`config.mk`:
```
export PLATFORM = sky130hd
export DESIGN_NAME = sem_bank
export DESIGN_NICKNAME = d
export VERILOG_FILES = /design/src/rtl/sem_pkg.sv /design/src/rtl/sem_port_decode.sv /design/src/rtl/sem_flag_cell.sv /design/src/rtl/sem_read_reg.sv /design/src/rtl/sem_bank.sv
export SDC_FILE = /design/constraint.sdc
export NUM_CORES = 1
export LEC_CHECK = 0
export BUFFER_PORTS_ARGS = -buffer_cell sky130_fd_sc_hd__buf_2
export CORE_UTILIZATION = 45
export CTS_CLUSTER_DIAMETER = 80
export DETAILED_ROUTE_END_ITERATION = 8
export GPL_ROUTABILITY_DRIVEN = 0
export PLACE_DENSITY = 0.75
export SLEW_MARGIN = 20
export SYNTH_ARGS = -nofsm -noshare
export SYNTH_HDL_FRONTEND = slang
export SYNTH_SLANG_ARGS = --single-unit
```
`constraint.sdc`:
```
create_clock -name clk -period 4.3 [get_ports clk]
set_input_delay 0.86 -clock clk [delete_from_list [all_inputs] [get_ports clk]]
set_output_delay 0.86 -clock clk [all_outputs]
set_load 0.005 [all_outputs]
```
`src/rtl/sem_pkg.sv`:
```
package sem_pkg;

    typedef struct packed {
        logic own_l;
        logic own_r;
        logic pend_l;
        logic pend_r;
    } flag_state_t;

    localparam flag_state_t FLAG_FREE = '0;

    typedef enum logic [1:0] {
        OP_NONE = 2'd0,
        OP_TAKE = 2'd1,
        OP_GIVE = 2'd2
    } sem_op_e;

    // Exchange the roles of the two sides.
    function automatic flag_state_t swap_sides(flag_state_t s);
        flag_state_t m;
        m.own_l  = s.own_r;
        m.own_r  = s.own_l;
        m.pend_l = s.pend_r;
        m.pend_r = s.pend_l;
        return m;
    endfunction

    // Effect of one left-side operation on a flag.
    function automatic flag_state_t step_left(flag_state_t s, sem_op_e op);
        flag_state_t n = s;
        case (op)
            OP_TAKE: begin
                if (!s.own_l) begin
                    if (s.own_r) n.pend_l = 1'b1;
                    else         n.own_l  = 1'b1;
                end
            end
            OP_GIVE: begin
                if (s.own_l) begin
                    n.own_l = 1'b0;
                    if (s.pend_r) begin
                        n.own_r  = 1'b1;
                        n.pend_r = 1'b0;
                    end
                end else begin
                    n.pend_l = 1'b0;
                end
            end
            default: n = s;
        endcase
        return n;
    endfunction

    function automatic flag_state_t step_right(flag_state_t s, sem_op_e op);
        return swap_sides(step_left(swap_sides(s), op));
    endfunction

    // Left goes first, which gives it priority on same-cycle claims.
    function automatic flag_state_t step_both(flag_state_t s, sem_op_e lop, sem_op_e rop);
        return step_right(step_left(s, lop), rop);
    endfunction

endpackage

```
`src/rtl/sem_port_decode.sv`:
```
module sem_port_decode
    import sem_pkg::*;
#(
    parameter int ADDR_W    = 14,
    parameter int DATA_W    = 16,
    parameter int NUM_FLAGS = 8,
    localparam int IDX_W    = $clog2(NUM_FLAGS)
) (
    input  logic              sem_n,
    input  logic              ce_n,
    input  logic              we_n,
    input  logic              oe_n,
    input  logic [ADDR_W-1:0] addr,
    input  logic [DATA_W-1:0] wdata,
    output sem_op_e           op,
    output logic [IDX_W-1:0]  idx,
    output logic              rd
);
    logic sel;

    always_comb begin
        sel = !sem_n && ce_n;
        rd  = sel && we_n && !oe_n;
        idx = addr[IDX_W-1:0];
        if (sel && !we_n) op = wdata[0] ? OP_GIVE : OP_TAKE;
        else              op = OP_NONE;
    end
endmodule

```
`src/rtl/sem_flag_cell.sv`:
```
module sem_flag_cell
    import sem_pkg::*;
#(
    parameter int NUM_FLAGS = 8,
    parameter int FLAG_ID   = 0,
    localparam int IDX_W    = $clog2(NUM_FLAGS)
) (
    input  logic             clk,
    input  logic             rst,
    input  sem_op_e          l_op,
    input  logic [IDX_W-1:0] l_idx,
    input  sem_op_e          r_op,
    input  logic [IDX_W-1:0] r_idx,
    output flag_state_t      state
);
    sem_op_e     l_here, r_here;
    flag_state_t nxt;

    always_comb begin
        l_here = (l_idx == IDX_W'(FLAG_ID)) ? l_op : OP_NONE;
        r_here = (r_idx == IDX_W'(FLAG_ID)) ? r_op : OP_NONE;
        nxt    = step_both(state, l_here, r_here);
    end

    always_ff @(posedge clk) begin
        if (rst) state <= FLAG_FREE;
        else     state <= nxt;
    end
endmodule

```
`src/rtl/sem_read_reg.sv`:
```
module sem_read_reg #(
    parameter int DATA_W    = 16,
    parameter int NUM_FLAGS = 8,
    localparam int IDX_W    = $clog2(NUM_FLAGS)
) (
    input  logic                 clk,
    input  logic                 rst,
    input  logic                 rd,
    input  logic [IDX_W-1:0]     idx,
    input  logic [NUM_FLAGS-1:0] view,
    output logic [DATA_W-1:0]    rdata
);
    always_ff @(posedge clk) begin
        if (rst)     rdata <= '1;
        else if (rd) rdata <= {DATA_W{view[idx]}};
    end
endmodule

```
`src/rtl/sem_bank.sv`:
```
module sem_bank
    import sem_pkg::*;
#(
    parameter int ADDR_W    = 14,
    parameter int DATA_W    = 16,
    parameter int NUM_FLAGS = 8
) (
    input  logic              clk,
    input  logic              rst,
    input  logic              l_sem_n,
    input  logic              l_ce_n,
    input  logic              l_we_n,
    input  logic              l_oe_n,
    input  logic [ADDR_W-1:0] l_addr,
    input  logic [DATA_W-1:0] l_wdata,
    output logic [DATA_W-1:0] l_rdata,
    input  logic              r_sem_n,
    input  logic              r_ce_n,
    input  logic              r_we_n,
    input  logic              r_oe_n,
    input  logic [ADDR_W-1:0] r_addr,
    input  logic [DATA_W-1:0] r_wdata,
    output logic [DATA_W-1:0] r_rdata
);
    localparam int IDX_W = $clog2(NUM_FLAGS);

    sem_op_e                       l_op, r_op;
    logic [IDX_W-1:0]              l_idx, r_idx;
    logic                          l_rd, r_rd;
    flag_state_t [NUM_FLAGS-1:0]   flag_q;
    logic [NUM_FLAGS-1:0]          l_view, r_view;

    sem_port_decode #(.ADDR_W(ADDR_W), .DATA_W(DATA_W), .NUM_FLAGS(NUM_FLAGS)) u_dec_l (
        .sem_n(l_sem_n), .ce_n(l_ce_n), .we_n(l_we_n), .oe_n(l_oe_n),
        .addr(l_addr), .wdata(l_wdata), .op(l_op), .idx(l_idx), .rd(l_rd)
    );

    sem_port_decode #(.ADDR_W(ADDR_W), .DATA_W(DATA_W), .NUM_FLAGS(NUM_FLAGS)) u_dec_r (
        .sem_n(r_sem_n), .ce_n(r_ce_n), .we_n(r_we_n), .oe_n(r_oe_n),
        .addr(r_addr), .wdata(r_wdata), .op(r_op), .idx(r_idx), .rd(r_rd)
    );

    for (genvar i = 0; i < NUM_FLAGS; i++) begin : g_flag
        sem_flag_cell #(.NUM_FLAGS(NUM_FLAGS), .FLAG_ID(i)) u_cell (
            .clk(clk), .rst(rst),
            .l_op(l_op), .l_idx(l_idx),
            .r_op(r_op), .r_idx(r_idx),
            .state(flag_q[i])
        );
        assign l_view[i] = ~flag_q[i].own_l;
        assign r_view[i] = ~flag_q[i].own_r;
    end

    sem_read_reg #(.DATA_W(DATA_W), .NUM_FLAGS(NUM_FLAGS)) u_rreg_l (
        .clk(clk), .rst(rst), .rd(l_rd), .idx(l_idx), .view(l_view), .rdata(l_rdata)
    );

    sem_read_reg #(.DATA_W(DATA_W), .NUM_FLAGS(NUM_FLAGS)) u_rreg_r (
        .clk(clk), .rst(rst), .rd(r_rd), .idx(r_idx), .view(r_view), .rdata(r_rdata)
    );
endmodule

```
After elaboration in Yosys (flattened, before gate mapping)
Index checks and enable logic that the tools add are counted.
- reductions and logical operators: 16
- equal/unequal tests: 46
- bitwise operators: 16
- $lt $le $gt $ge: 2
- mux-type cells: 216
- operators by type and width (operator ; number):
    1-bit two-way mux ; 162
    1-bit one-hot mux with 2 select lines ; 32
    2-bit two-way mux ; 20
    2-bit by 1-bit equality test with 1-bit output, second input constant ; 16
    2-bit equality test, second input constant ; 16
    3-bit equality test, second input constant ; 8
    1-bit inverter ; 16
    3-bit by 2-bit equality test with 1-bit output, second input constant ; 4
    1-bit logical AND ; 8
    3-bit by 4-bit less-than comparator with 1-bit output, second input constant ; 2
    1-bit binary-select mux with 3-bit select ; 2
    3-bit by 1-bit equality test with 1-bit output, second input constant ; 2
    1-bit zero test ; 6
    3-bit zero test ; 2
- logic and storage cells: 330
- register bits: 34

Logic depth before layout (Yosys ltp)
Gate-level depths: netlist of run 1.
- depth after elaboration: 10
- depth in mapped cells: 8

By module
From an unflattened synthesis of run 1, not the netlist that was laid out.
- cell total of the unflattened synthesis: 386
- area, all modules: 3150.5 µm²
- by module, submodules not included (module ; times used ; area each (µm²) ; cells an instance):
    sem_flag_cell at g_flag[1].u_cell ... ; 3 ; 315.3 ; 38
    sem_flag_cell at g_flag[5].u_cell ... ; 2 ; 319.1 ; 39
    sem_read_reg ; 2 ; 219.0 ; 26
    sem_flag_cell at g_flag[3].u_cell ; 1 ; 322.8 ; 40
    sem_flag_cell at g_flag[0].u_cell ; 1 ; 310.3 ; 38
    sem_flag_cell at g_flag[7].u_cell ; 1 ; 310.3 ; 36
    sem_port_decode ; 2 ; 62.6 ; 6
    sem_bank ; 1 ; 60.1 ; 16

Worst setup path after synthesis of run 1
No wires, ideal clock.
- kind: input port to flip-flop
- start point: in r_addr[1]
- end point: reg g_flag[3].u_cell.state[0] (netlist name)
- arrival time: 2.690 ns
- data required time: 4.241 ns
- stages: 8
- slack: 1.551 ns
- buffers on the path: 2
- cell sequence: clkbuf_1 -> clkbuf_1 -> nand2_1 -> nor2_1 -> ha_1 -> or4b_2 -> nor3_1 -> a41o_1
- word-level cells in the longest chain between the ends: 4
- elaborated cells between the ends (all ways): 5
- those cells by class: eq/ne: 3; mux: 2
- RTL lines (item ; line ; text):
    start: declaration ; sem_bank.sv:21 ; input logic [ADDR_W-1:0] r_addr,
    3-bit by 2-bit equality test with 1-bit output * ; sem_flag_cell.sv:21 ; r_here = (r_idx == IDX_W'(FLAG_ID)) ? r_op : OP_NONE;
    2-bit two-way mux * ; sem_flag_cell.sv:21 ;
    2-bit equality test / 2-bit by 1-bit equality test with 1-bit output (equally long branches) ; sem_pkg.sv:31 ; case (op)
    1-bit one-hot mux with 2 select lines * ; sem_pkg.sv:31 ;
    end signal: assignment ; sem_flag_cell.sv:27 ; else state <= nxt;
    end: declaration ; sem_flag_cell.sv:14 ; output flag_state_t state
Every way passes the cells marked *; elsewhere a longest branch is shown, timed or not.
A chain may end at the register's enable or synchronous reset.

Final worst setup path of run 1
- start point: in r_wdata[0]
- end point: reg g_flag[0].u_cell.state[0] (netlist name)
- word-level cells in the longest chain between the ends: 5
- elaborated cells between the ends (all ways): 6
- those cells by class: eq/ne: 2; mux: 4
- RTL lines (item ; line ; text):
    start: declaration ; sem_bank.sv:22 ; input logic [DATA_W-1:0] r_wdata,
    2-bit two-way mux * (2 in series) ; sem_port_decode.sv:25 ; if (sel && !we_n) op = wdata[0] ? OP_GIVE : OP_TAKE;
    2-bit two-way mux * ; sem_flag_cell.sv:21 ;
    2-bit equality test / 2-bit by 1-bit equality test with 1-bit output (equally long branches) ; sem_pkg.sv:31 ;
    1-bit one-hot mux with 2 select lines * ; sem_pkg.sv:31 ;
    end signal: assignment ; sem_flag_cell.sv:27 ;
    end: declaration ; sem_flag_cell.sv:14 ;
Marked as above.

==> results.py, run 1 <==
metrics = {
    "run_status": {
        "status": "finished clean",
    },
    "finish": {
        "antennaDiodeCount": 0,
        "syn2layout_area_growth_pct": 4.68,
        "fill_cells": 632,
        "drive_gt1_share_pct": 17.3,
        "fin_cells": 481,
        "nNetsFinal": 505,
    },
    "clocking": {
        "clock_sinks": 34,
        "clk_path_buf_depth": 2,
        "cts_root_buf": "clkbuf_8",
        "cts-resized-gates": 0,
        "htreeDepth": 2,
        "cts_hold_buf": 0,
        "cts_buffers": 5,
        "postCtsSetupRepairBufs": 0,
        "cts_tree": "built",
        "clock_latency_ps": 290,
        "path_clk_slew_ps": 70,
    },
    "critical_path": {
        "cp_top_family": "simple AND/OR/NAND/NOR gates",
        "worst_ep_arrival_time_ps": 3030,
        "slowest_delay_ps": 620,
        "path_max_fanout": 5,
        "cp-start-kind": "input port",
        "critical_path_class": "in -> reg",
        "worstPathRequired_ps": 4540,
        "cpMaxStageDelayCell": "or4b_2",
        "end_kind": "flop",
        "worstPathCellList": "buf_2 > nor3b_1 > nand2_1 > nor3_1 > ha_1 > or4b_2 > nor3_1 > a41o_1",
        "path_buf_inv": 1,
        "cpMostUsedCell": "nor3_1",
    },
    "pwr": {
        "power_density_nw_per_um2": 203,
        "peakVddDrop_mv": 0.0894,
        "power_leakage_nw": 1.19,
        "switchingPower_mw": 0.179,
        "switching_share_pct": 27.3,
        "internal-power_mw": 0.476,
        "share_comb_of_total_power_pct": 11.8,
        "p_clk_share_pct": 38.9,
        "p_seq_share_pct": 49.3,
    },
    "synthesis": {
        "synth-main-ff-cell": "dfxtp_1",
        "netlist_top_cells_count": "53 x nor2_1, 49 x nand2_1, 34 x dfxtp_1",
        "syn_area_sq_um": 3080,
        "yosysTopAreaCell": "dfxtp_1",
        "ys_ff_latch": 34,
        "ys.warnings.count": 0,
        "yosysTopAreaCellShare_pct": 22.1,
        "synthCells": 390,
        "synth_nets": 492,
        "syn_area_per_cell_sq_um": 7.89,
        "synth_edf_count": 0,
        "seq_area_frac_synth_pct": 22.1,
        "synth.top_cells.by_area": "dfxtp_1 22%, ha_1 13%, buf_4 7.3%",
        "synth_cell_types": 44,
        "async_flop_share_pct": 0,
        "yosysMostFrequentCell": "nor2_1",
    },
    "grt": {
        "antenna_found_initial": 0,
        "grt_max_degree": 30,
        "grt_pass1_wl_microns": 11600,
        "grt_util_all_layers_pct": 20.0,
        "grt_pass1_vias": 2526,
        "overflow": 0,
    },
    "drt": {
        "wl_per_cell_microns": 14.6,
        "drt_wl_total_microns": 7040,
        "drc_errors": 0,
        "ant_nets": 0,
        "first_iter_violations": 158,
        "via_count": 2842,
        "dr.pass1.iters": 7,
        "viasPerCell": 5.91,
    },
    "sta": {
        "relSlewSlack_pct": 56.1,
        "max_freq_mhz": 358,
        "fin_crit_sh_pct": 64.9,
        "finalSetupTns_ps": 0,
        "worst_pin_slew_ps": 658,
        "setup_violations": 0,
        "drv_slew": 0,
        "clock_skew_ps": 4.46,
        "hold_violations": 0,
        "rsz0062_at_grt": "false",
        "period_minus_slack_ps": 2790,
    },
    "floorplan": {
        "die_w_microns": 84.7,
        "fp.dieArea_sq_um": 7170,
        "coreArea_sq_um": 6460,
        "start_util_pct": 47.6,
        "placementRows": 29,
        "io_pins": 102,
        "die_h_microns": 84.7,
    },
    "placement": {
        "dp_cells": 473,
        "dp_hpwl_microns": 5260,
        "portBuffers": 49,
    },
    "flow_run": {
        "cap_violations": 0,
    },
    "worst_hold_path": {
        "hold_path_class": "reg -> reg",
    },
}
[cell families after synthesis]
logic type,synth area share [%]
buffers and inverters,9.76
AOI/OAI and AO/OA,18.4
adders and majority gates,13.0
and+or+nand+nor,31.2
DFF,22.1
muxes,5.49
[registers in the layout, summed over array words and instances, names as in the netlist]
name,flops
u_rreg_l.rdata,1
g_flag.u_cell.state,32
u_rreg_r.rdata,1
[power by group through the flow]
| stage | combinational [mW] | clock, mW | sequential [mW] |
|---|---|---|---|
| after detailed placement | 0.0765 | 0 | 0.330 |
| after CTS | 0.0768 | 0.262 | 0.323 |
| after global placement | 0.0750 | 0 | 0.330 |
| after floorplan | 0.0622 | 0 | 0.329 |
| after global routing | 0.0846 | 0.276 | 0.324 |
| final | 0.0772 | 0.255 | 0.323 |
[metrics by stage]
step	power [mW]	setup WS [ps]	utilization, %	area [sq um]	hold WS, ps
floorplan	0.392	1550	-	3080	459
global placement	0.405	1310	48.5	3130	484
detailed placement	0.407	1230	48.5	3130	485
CTS	0.662	1520	49.9	3220	499
global route	0.684	1320	49.9	3220	519
finish	0.655	1510	49.9	3220	504
[area by class of cell]
cell class | count | area (sq um) | share of cell area [%]
Multi-Input combinational cell | 310 | 2100 | 65.1
Clock inverter | 1 | 5.00 | 0.155
Clock buffer | 7 | 86.3 | 2.68
Timing Repair Buffer | 49 | 245 | 7.61
Sequential cell | 34 | 681 | 21.1
Tap cell | 77 | 96.3 | 2.99
Inverter | 3 | 11.3 | 0.350
[metal layers]
layer / global-route usage [%] / share of wire, % / up-vias
met5: 0 / 0 / -
met1: 27.5 / 49 / 1313
met3: 3.93 / 6.2 / 8
met4: 4.93 / 1.1 / 0
li1: - / - / 1413
met2: 32.4 / 44 / 108
[path summary, 6_finish.rpt]
| path | startpoint | to | slack, ps | cells past startpoint |
|---|---|---|---|---|
| max | r_wdata[0] | g_flag[0].u_cell.state[0] | 1510 | 8 |
| min | g_flag[4].u_cell.state[0] | g_flag[4].u_cell.state[0] | 500 | 1 |
| max reg2reg | g_flag[0].u_cell.state[2] | u_rreg_r.rdata[0] | 2870 | 3 |
| min reg2reg | g_flag[4].u_cell.state[0] | g_flag[4].u_cell.state[0] | 500 | 1 |
[layout by cell type, fill, tap and decap left out, types with 2 or more instances in the layout]
cell	n
mux2i_1	9
a211o_1	3
nand2b_1	16
nor2b_1	15
o21ai_0	4
o221ai_1	7
o41ai_2	2
clkbuf_8	6
o211a_1	2
a211oi_1	6
nand3b_1	2
nor3_1	17
a32oi_1	3
nand2_1	49
nor3b_1	5
a21oi_1	14
nor4b_1	3
a21o_1	7
mux2_2	3
a311oi_1	2
nor4_1	5
nor4bb_1	2
and2_1	4
buf_2	49
inv_1	3
a31oi_1	8
o41ai_1	7
or4b_2	5
ha_1	32
a41o_1	5
mux4_2	2
nor2_1	53
dfxtp_1	34
nand3_1	10
Note: power is estimated with default switching activity, not from simulation.
==> run 2, diff against run 1 <==
ABC_AREA = 1   (was default)
clock period = 2.7 ns   (was 4.3 ns; I/O delays follow)
==> run 2 against run 1 <==
  * Sequential power increased by 57%
  * Setup slack got worse by 960 ps
  * Total power up 68%
  * Critical path depth is 7 higher
  * Final cell count up 27%
  * First-iteration DRC count is 8.2% lower
  * Core utilization up 1.1 points
  * Clock skew increased by 4.6 ps
  * Via count grew 4.3%
  * Synthesized cell count up 31%
  * Combinational power increased by 53%
  * Largest power group unchanged
  * Highest routed layer unchanged
==> results.py, run 2 <==
metrics = {
    "drt": {
        "drt_wl_total_microns": 6390,
        "wl_per_cell_microns": 10.5,
        "dr.pass1.iters": 4,
        "viasPerCell": 4.85,
        "drc_errors": 0,
        "via_count": 2964,
        "ant_nets": 0,
        "first_iter_violations": 145,
    },
    "synthesis": {
        "netlist_top_cells_count": "138 x nand2_1, 101 x inv_1, 57 x nor2_1",
        "synth_cell_types": 28,
        "seq_area_frac_synth_pct": 21.9,
        "yosysTopAreaCell": "dfxtp_1",
        "synth-main-ff-cell": "dfxtp_1",
        "ys.warnings.count": 0,
        "async_flop_share_pct": 0,
        "synth.top_cells.by_area": "dfxtp_1 22%, nand2_1 17%, ha_1 13%",
        "synth_edf_count": 0,
        "synth_nets": 613,
        "syn_area_per_cell_sq_um": 6.07,
        "ys_ff_latch": 34,
        "synthCells": 511,
        "yosysTopAreaCellShare_pct": 21.9,
        "yosysMostFrequentCell": "nand2_1",
        "syn_area_sq_um": 3100,
    },
    "floorplan": {
        "die_h_microns": 85.0,
        "die_w_microns": 85.0,
        "placementRows": 29,
        "start_util_pct": 47.8,
        "io_pins": 102,
        "fp.dieArea_sq_um": 7230,
        "coreArea_sq_um": 6490,
    },
    "critical_path": {
        "path_buf_inv": 5,
        "slowest_delay_ps": 340,
        "cpMaxStageDelayCell": "nor3_1",
        "cp-start-kind": "input port",
        "worst_ep_arrival_time_ps": 2390,
        "path_max_fanout": 5,
        "worstPathRequired_ps": 2940,
        "cp_top_family": "simple AND/OR/NAND/NOR gates",
        "worstPathCellList": "buf_2 > inv_1 > nand2_2 > nor2_2 > nand2_1 > nor3_1 > inv_1 > ha_1 > inv_1 > nand2_1 > o21ai_1 > nand2_1 > o21ai_0 > nand2_1 > inv_1",
        "end_kind": "flop",
        "critical_path_class": "in -> reg",
    },
    "finish": {
        "multiInputGateArea_sq_um": 1780,
        "seq_area_sq_um": 681,
        "syn2layout_area_growth_pct": 6.57,
        "fill_cells": 660,
        "fin_util_pct": 50.9,
        "largest_reg_flops": 32,
        "fin_cells": 611,
        "layout_commonest_cell": "nand2_1",
        "final_cell_mix": "138 x nand2_1, 101 x inv_1, 57 x nor2_1",
        "antennaDiodeCount": 0,
        "drive_gt1_share_pct": 14.2,
        "finalInstanceArea_sq_um": 3310,
        "top_regs": "g_flag.u_cell.state x32, u_rreg_l.rdata x1, u_rreg_r.rdata x1",
        "nNetsFinal": 635,
        "regMostFlops": "g_flag.u_cell.state",
    },
    "sta": {
        "finalSetupTns_ps": 0,
        "clock_skew_ps": 9.05,
        "drv_slew": 0,
        "fin_crit_sh_pct": 79.6,
        "relSlewSlack_pct": 57.2,
        "worst_slack_ps": 550,
        "whs_ps": 518,
        "setup_violations": 0,
        "hold_violations": 0,
        "max_freq_mhz": 465,
        "worst_pin_slew_ps": 641,
        "period_minus_slack_ps": 2150,
        "rsz0062_at_grt": "false",
    },
    "clocking": {
        "clock_sinks": 34,
        "clk_path_buf_depth": 2,
        "clock_latency_ps": 290,
        "path_clk_slew_ps": 70,
        "cts_hold_buf": 0,
        "cts_tree": "built",
        "cts_root_buf": "clkbuf_8",
        "cts-resized-gates": 0,
        "cts_buffers": 5,
        "postCtsSetupRepairBufs": 0,
        "htreeDepth": 2,
    },
    "run_status": {
        "status": "finished clean",
    },
    "grt": {
        "grt_use_met2_pct": 34.2,
        "met1_usage_pct": 22.5,
        "overflow": 0,
        "grt_util_met3_pct": 2.92,
        "grt_pass1_wl_microns": 11100,
        "grt_util_all_layers_pct": 19.0,
        "grt_busiest_layer": "met2",
        "grt_pass1_vias": 2704,
        "antenna_found_initial": 0,
        "grt_max_degree": 22,
    },
    "placement": {
        "portBuffers": 49,
        "dp_hpwl_microns": 5150,
        "dp_cells": 603,
        "pre_cts_ws_ps": 249,
        "place_area_sq_um": 3200,
    },
    "flow_run": {
        "cap_violations": 0,
    },
    "pwr": {
        "power_leakage_nw": 1.66,
        "finalPower_mw": 1.10,
        "peakVddDrop_mv": 0.182,
        "power_density_nw_per_um2": 333,
    },
    "worst_hold_path": {
        "hold_path_class": "in -> reg",
    },
}
[run 2: cell count changes after synthesis, moves of 8 or more]
cell and change:
mux2i_1 -9, nand3_1 +16, o21ai_0 +14, nand2b_1 -16, clkbuf_1 -9, nand2_1 +89, inv_1 +98, nor2b_1 -15
a31oi_1 -8
[run 2: final timing paths]
path	startpoint	end	slack (ps)	cells past startpoint
worst max-delay path	l_sem_n	g_flag[0].u_cell.state[0]	550	15
worst min-delay path	l_oe_n	u_rreg_l.rdata[0]	520	4
worst max register to register	g_flag[2].u_cell.state[3]	g_flag[2].u_cell.state[0]	1580	4
worst min register to register	g_flag[1].u_cell.state[1]	g_flag[1].u_cell.state[1]	520	2
[run 2: logic make-up (layout without fill, tap and decap cells)]
logic type | count (synthesis) | count (layout) | synth area share (%)
AOI/OAI and AO/OA | 49 | 49 | 8.83
adders and majority gates | 32 | 32 | 12.9
buffers and inverters | 139 | 162 | 20.6
DFF | 34 | 34 | 21.9
and+or+nand+nor | 257 | 257 | 35.8
[run 2: worst reg2reg max path, cell delays in order (launching register included)]
cell	delay (ps)
dfxtp_1	440
nand3_1	120
a21oi_1	250
o21ai_0	120
nor2_1	140
[run 2: cell type report]
type / count / area share (%)
clock buffer: 7 / 2.31
inverter: 105 / 11.9
tap: 77 / 2.91
multi-input combinational: 338 / 54.0
sequential: 34 / 20.6
timing repair buffer: 49 / 7.42
clock inverter: 1 / 0.908
[run 2: where the power goes]
part	internal (mW)	switching, mW
combinational	0.0422	0.0758
sequential	0.504	0.00352
clock	0.277	0.201
[run 2: routing by layer]
layer / up-vias / wire, microns
met5: - / 0
met4: 0 / 123
met3: 11 / 358
met2: 79 / 2980
met1: 1291 / 2930
li1: 1583 / -
==> run 3, diff against run 2 <==
PLACE_DENSITY = 0.78   (was 0.75)
clock period = 1.95 ns   (was 2.7 ns; I/O delays follow)
==> run 3 against run 2 <==
  * Count of clock-buffer cells in the layout shrank 1
  * Global-route usage increased by 0.55 points
  * Critical path depth is 2 lower
  * Routed wire length increased by 7.5%
  * Largest power group unchanged
  * Highest routed layer unchanged
==> results.py, run 3 (synthesis results as in run 2) <==
metrics = {
    "sta": {
        "finalSetupTns_ps": 0,
        "fin_crit_sh_pct": 94.5,
        "worst_pin_slew_ps": 397,
        "hold_violations": 0,
        "clock_skew_ps": 3.14,
        "max_freq_mhz": 543,
        "drv_slew": 0,
        "relSlewSlack_pct": 73.5,
        "period_minus_slack_ps": 1840,
        "setup_violations": 0,
        "rsz0062_at_grt": "true",
    },
    "grt": {
        "antenna_found_initial": 0,
        "grt_pass1_vias": 2865,
        "grt_max_degree": 18,
        "grt_util_all_layers_pct": 19.5,
        "overflow": 0,
        "grt_pass1_wl_microns": 11600,
    },
    "floorplan": {
        "coreArea_sq_um": 6490,
        "die_h_microns": 85.0,
        "io_pins": 102,
        "start_util_pct": 47.8,
        "die_w_microns": 85.0,
        "fp.dieArea_sq_um": 7230,
        "placementRows": 29,
    },
    "placement": {
        "dp_hpwl_microns": 5420,
        "dp_cells": 636,
        "portBuffers": 49,
        "place_area_sq_um": 3450,
    },
    "critical_path": {
        "critical_path_class": "in -> reg",
        "reg2regPathDepth": 4,
        "worst_ep_arrival_time_ps": 2020,
        "worstPathCellList": "buf_2 > inv_1 > nand2_2 > nor2_4 > inv_2 > nor2_4 > inv_2 > nor3_4 > ha_1 > o21ai_1 > o21ai_0 > o21ai_0 > nor2_1",
        "slowest_delay_ps": 280,
        "r2r-start": "g_flag[3].u_cell.state[3]",
        "path_buf_inv": 4,
        "timing.rr.end": "g_flag[3].u_cell.state[3]",
        "startpoint": "l_sem_n",
        "cp_top_family": "compound AO/OA/AOI/OAI gates",
        "rrSetupSlack_ps": 780,
        "end_kind": "flop",
        "cpMaxStageDelayCell": "ha_1",
        "worstPathRequired_ps": 2130,
        "cp-start-kind": "input port",
        "path_max_fanout": 4,
    },
    "finish": {
        "layout_commonest_cell": "nand2_1",
        "largest_reg_flops": 32,
        "top_regs": "g_flag.u_cell.state x32, u_rreg_l.rdata x1, u_rreg_r.rdata x1",
        "fin_cells": 642,
        "fin_util_pct": 55.6,
        "nNetsFinal": 668,
        "finalInstanceArea_sq_um": 3610,
        "regMostFlops": "g_flag.u_cell.state",
        "syn2layout_area_growth_pct": 16.3,
        "drive_gt1_share_pct": 21.6,
        "antennaDiodeCount": 0,
        "final_cell_mix": "136 x nand2_1, 98 x inv_1, 55 x nor2_1",
    },
    "drt": {
        "drt_wl_total_microns": 6860,
        "dr.pass1.iters": 5,
        "ant_nets": 0,
        "drc_errors": 0,
        "wl_per_cell_microns": 10.7,
        "via_count": 3126,
        "viasPerCell": 4.87,
        "first_iter_violations": 94,
    },
    "pwr": {
        "p_seq_share_pct": 49.5,
        "switchingPower_mw": 0.371,
        "internal-power_mw": 1.05,
        "p_clk_share_pct": 36.4,
        "switching_share_pct": 26.1,
        "peakVddDrop_mv": 0.268,
        "power_density_nw_per_um2": 394,
        "share_comb_of_total_power_pct": 14.1,
        "power_leakage_nw": 1.85,
    },
    "clocking": {
        "clk_path_buf_depth": 2,
        "cts_root_buf": "clkbuf_8",
        "clock_sinks": 34,
        "postCtsSetupRepairBufs": 0,
        "cts_hold_buf": 0,
        "cts_tree": "built",
        "clock_latency_ps": 280,
        "htreeDepth": 2,
        "cts_buffers": 5,
        "path_clk_slew_ps": 70,
    },
    "worst_hold_path": {
        "hold_path_class": "in -> reg",
        "hold_end": "u_rreg_r.rdata[0]",
        "min_path_cells": 4,
        "hold_start": "r_oe_n",
    },
    "run_status": {
        "status": "finished clean",
    },
    "flow_run": {
        "cap_violations": 0,
    },
}
[run 3: cell count changes in the layout (fill, tap and decap cells not counted), moves of 3 or more]
cell     before  now
buf_4         0   33
inv_1       101   98
inv_2         4    7
nor3_1       11    8
nor3_4        0    5
o21ai_0      18   15
[run 3: how the worst max path moves through the flow]
stage	end	slack, ps	cells past startpoint
after floorplan	g_flag[0].u_cell.state[0]	110	14
after global placement	g_flag[3].u_cell.state[0]	-190	14
after detailed placement	g_flag[3].u_cell.state[3]	-280	13
after CTS	g_flag[3].u_cell.state[3]	6	13
after global routing	g_flag[4].u_cell.state[2]	-50	13
final	g_flag[4].u_cell.state[2]	110	13
[run 3: layout make-up]
cell class	instances	area [sq um]
clock buffers	6	82.6
inverters	105	394
well taps	77	96.3
multi-input cells	338	1860
flip-flops and latches	34	681
repair buffers	82	493
fillers	622	2890
[run 3: through the flow]
step	hold WS, ps	power (mW)	setup WS [ps]
3_3_place_gp	502	0.902	-192
2_1_floorplan	467	0.842	114
6_report	396	1.42	108
4_1_cts	386	1.42	5.51
3_5_place_dp	512	0.906	-283
5_1_grt	405	1.48	-53.1
[run 3: power groups by stage]
stage | Clock [mW] | Sequential, mW | Combinational (mW)
floorplan | 0 | 0.719 | 0.123
global route | 0.555 | 0.703 | 0.225
finish | 0.517 | 0.703 | 0.200
detailed placement | 0 | 0.719 | 0.187
global placement | 0 | 0.718 | 0.184
CTS | 0.533 | 0.703 | 0.188
[run 3: metal layers]
| layer | up-vias | global-route usage [%] | wire length, microns |
|---|---|---|---|
| li1 | 1637 | - | - |
| met1 | 1396 | 23.1 | 3180 |
| met3 | 12 | 3.11 | 346 |
| met5 | - | 0 | 0 |
| met4 | 0 | 5.55 | 116 |
| met2 | 81 | 36.1 | 3220 |
[run 3: worst register-to-register path: stages, from the launching register on]
cell and delay (ps):
dfxtp_1 430, nand3_1 130, a21oi_1 260, nand3_1 150, a21oi_2 140
[run 3: timing repair]
action | in CTS | in global routing
setup endpoints to repair | 0 | 26
gates resized for setup | 0 | 23
hold endpoints to repair | 0 | 0
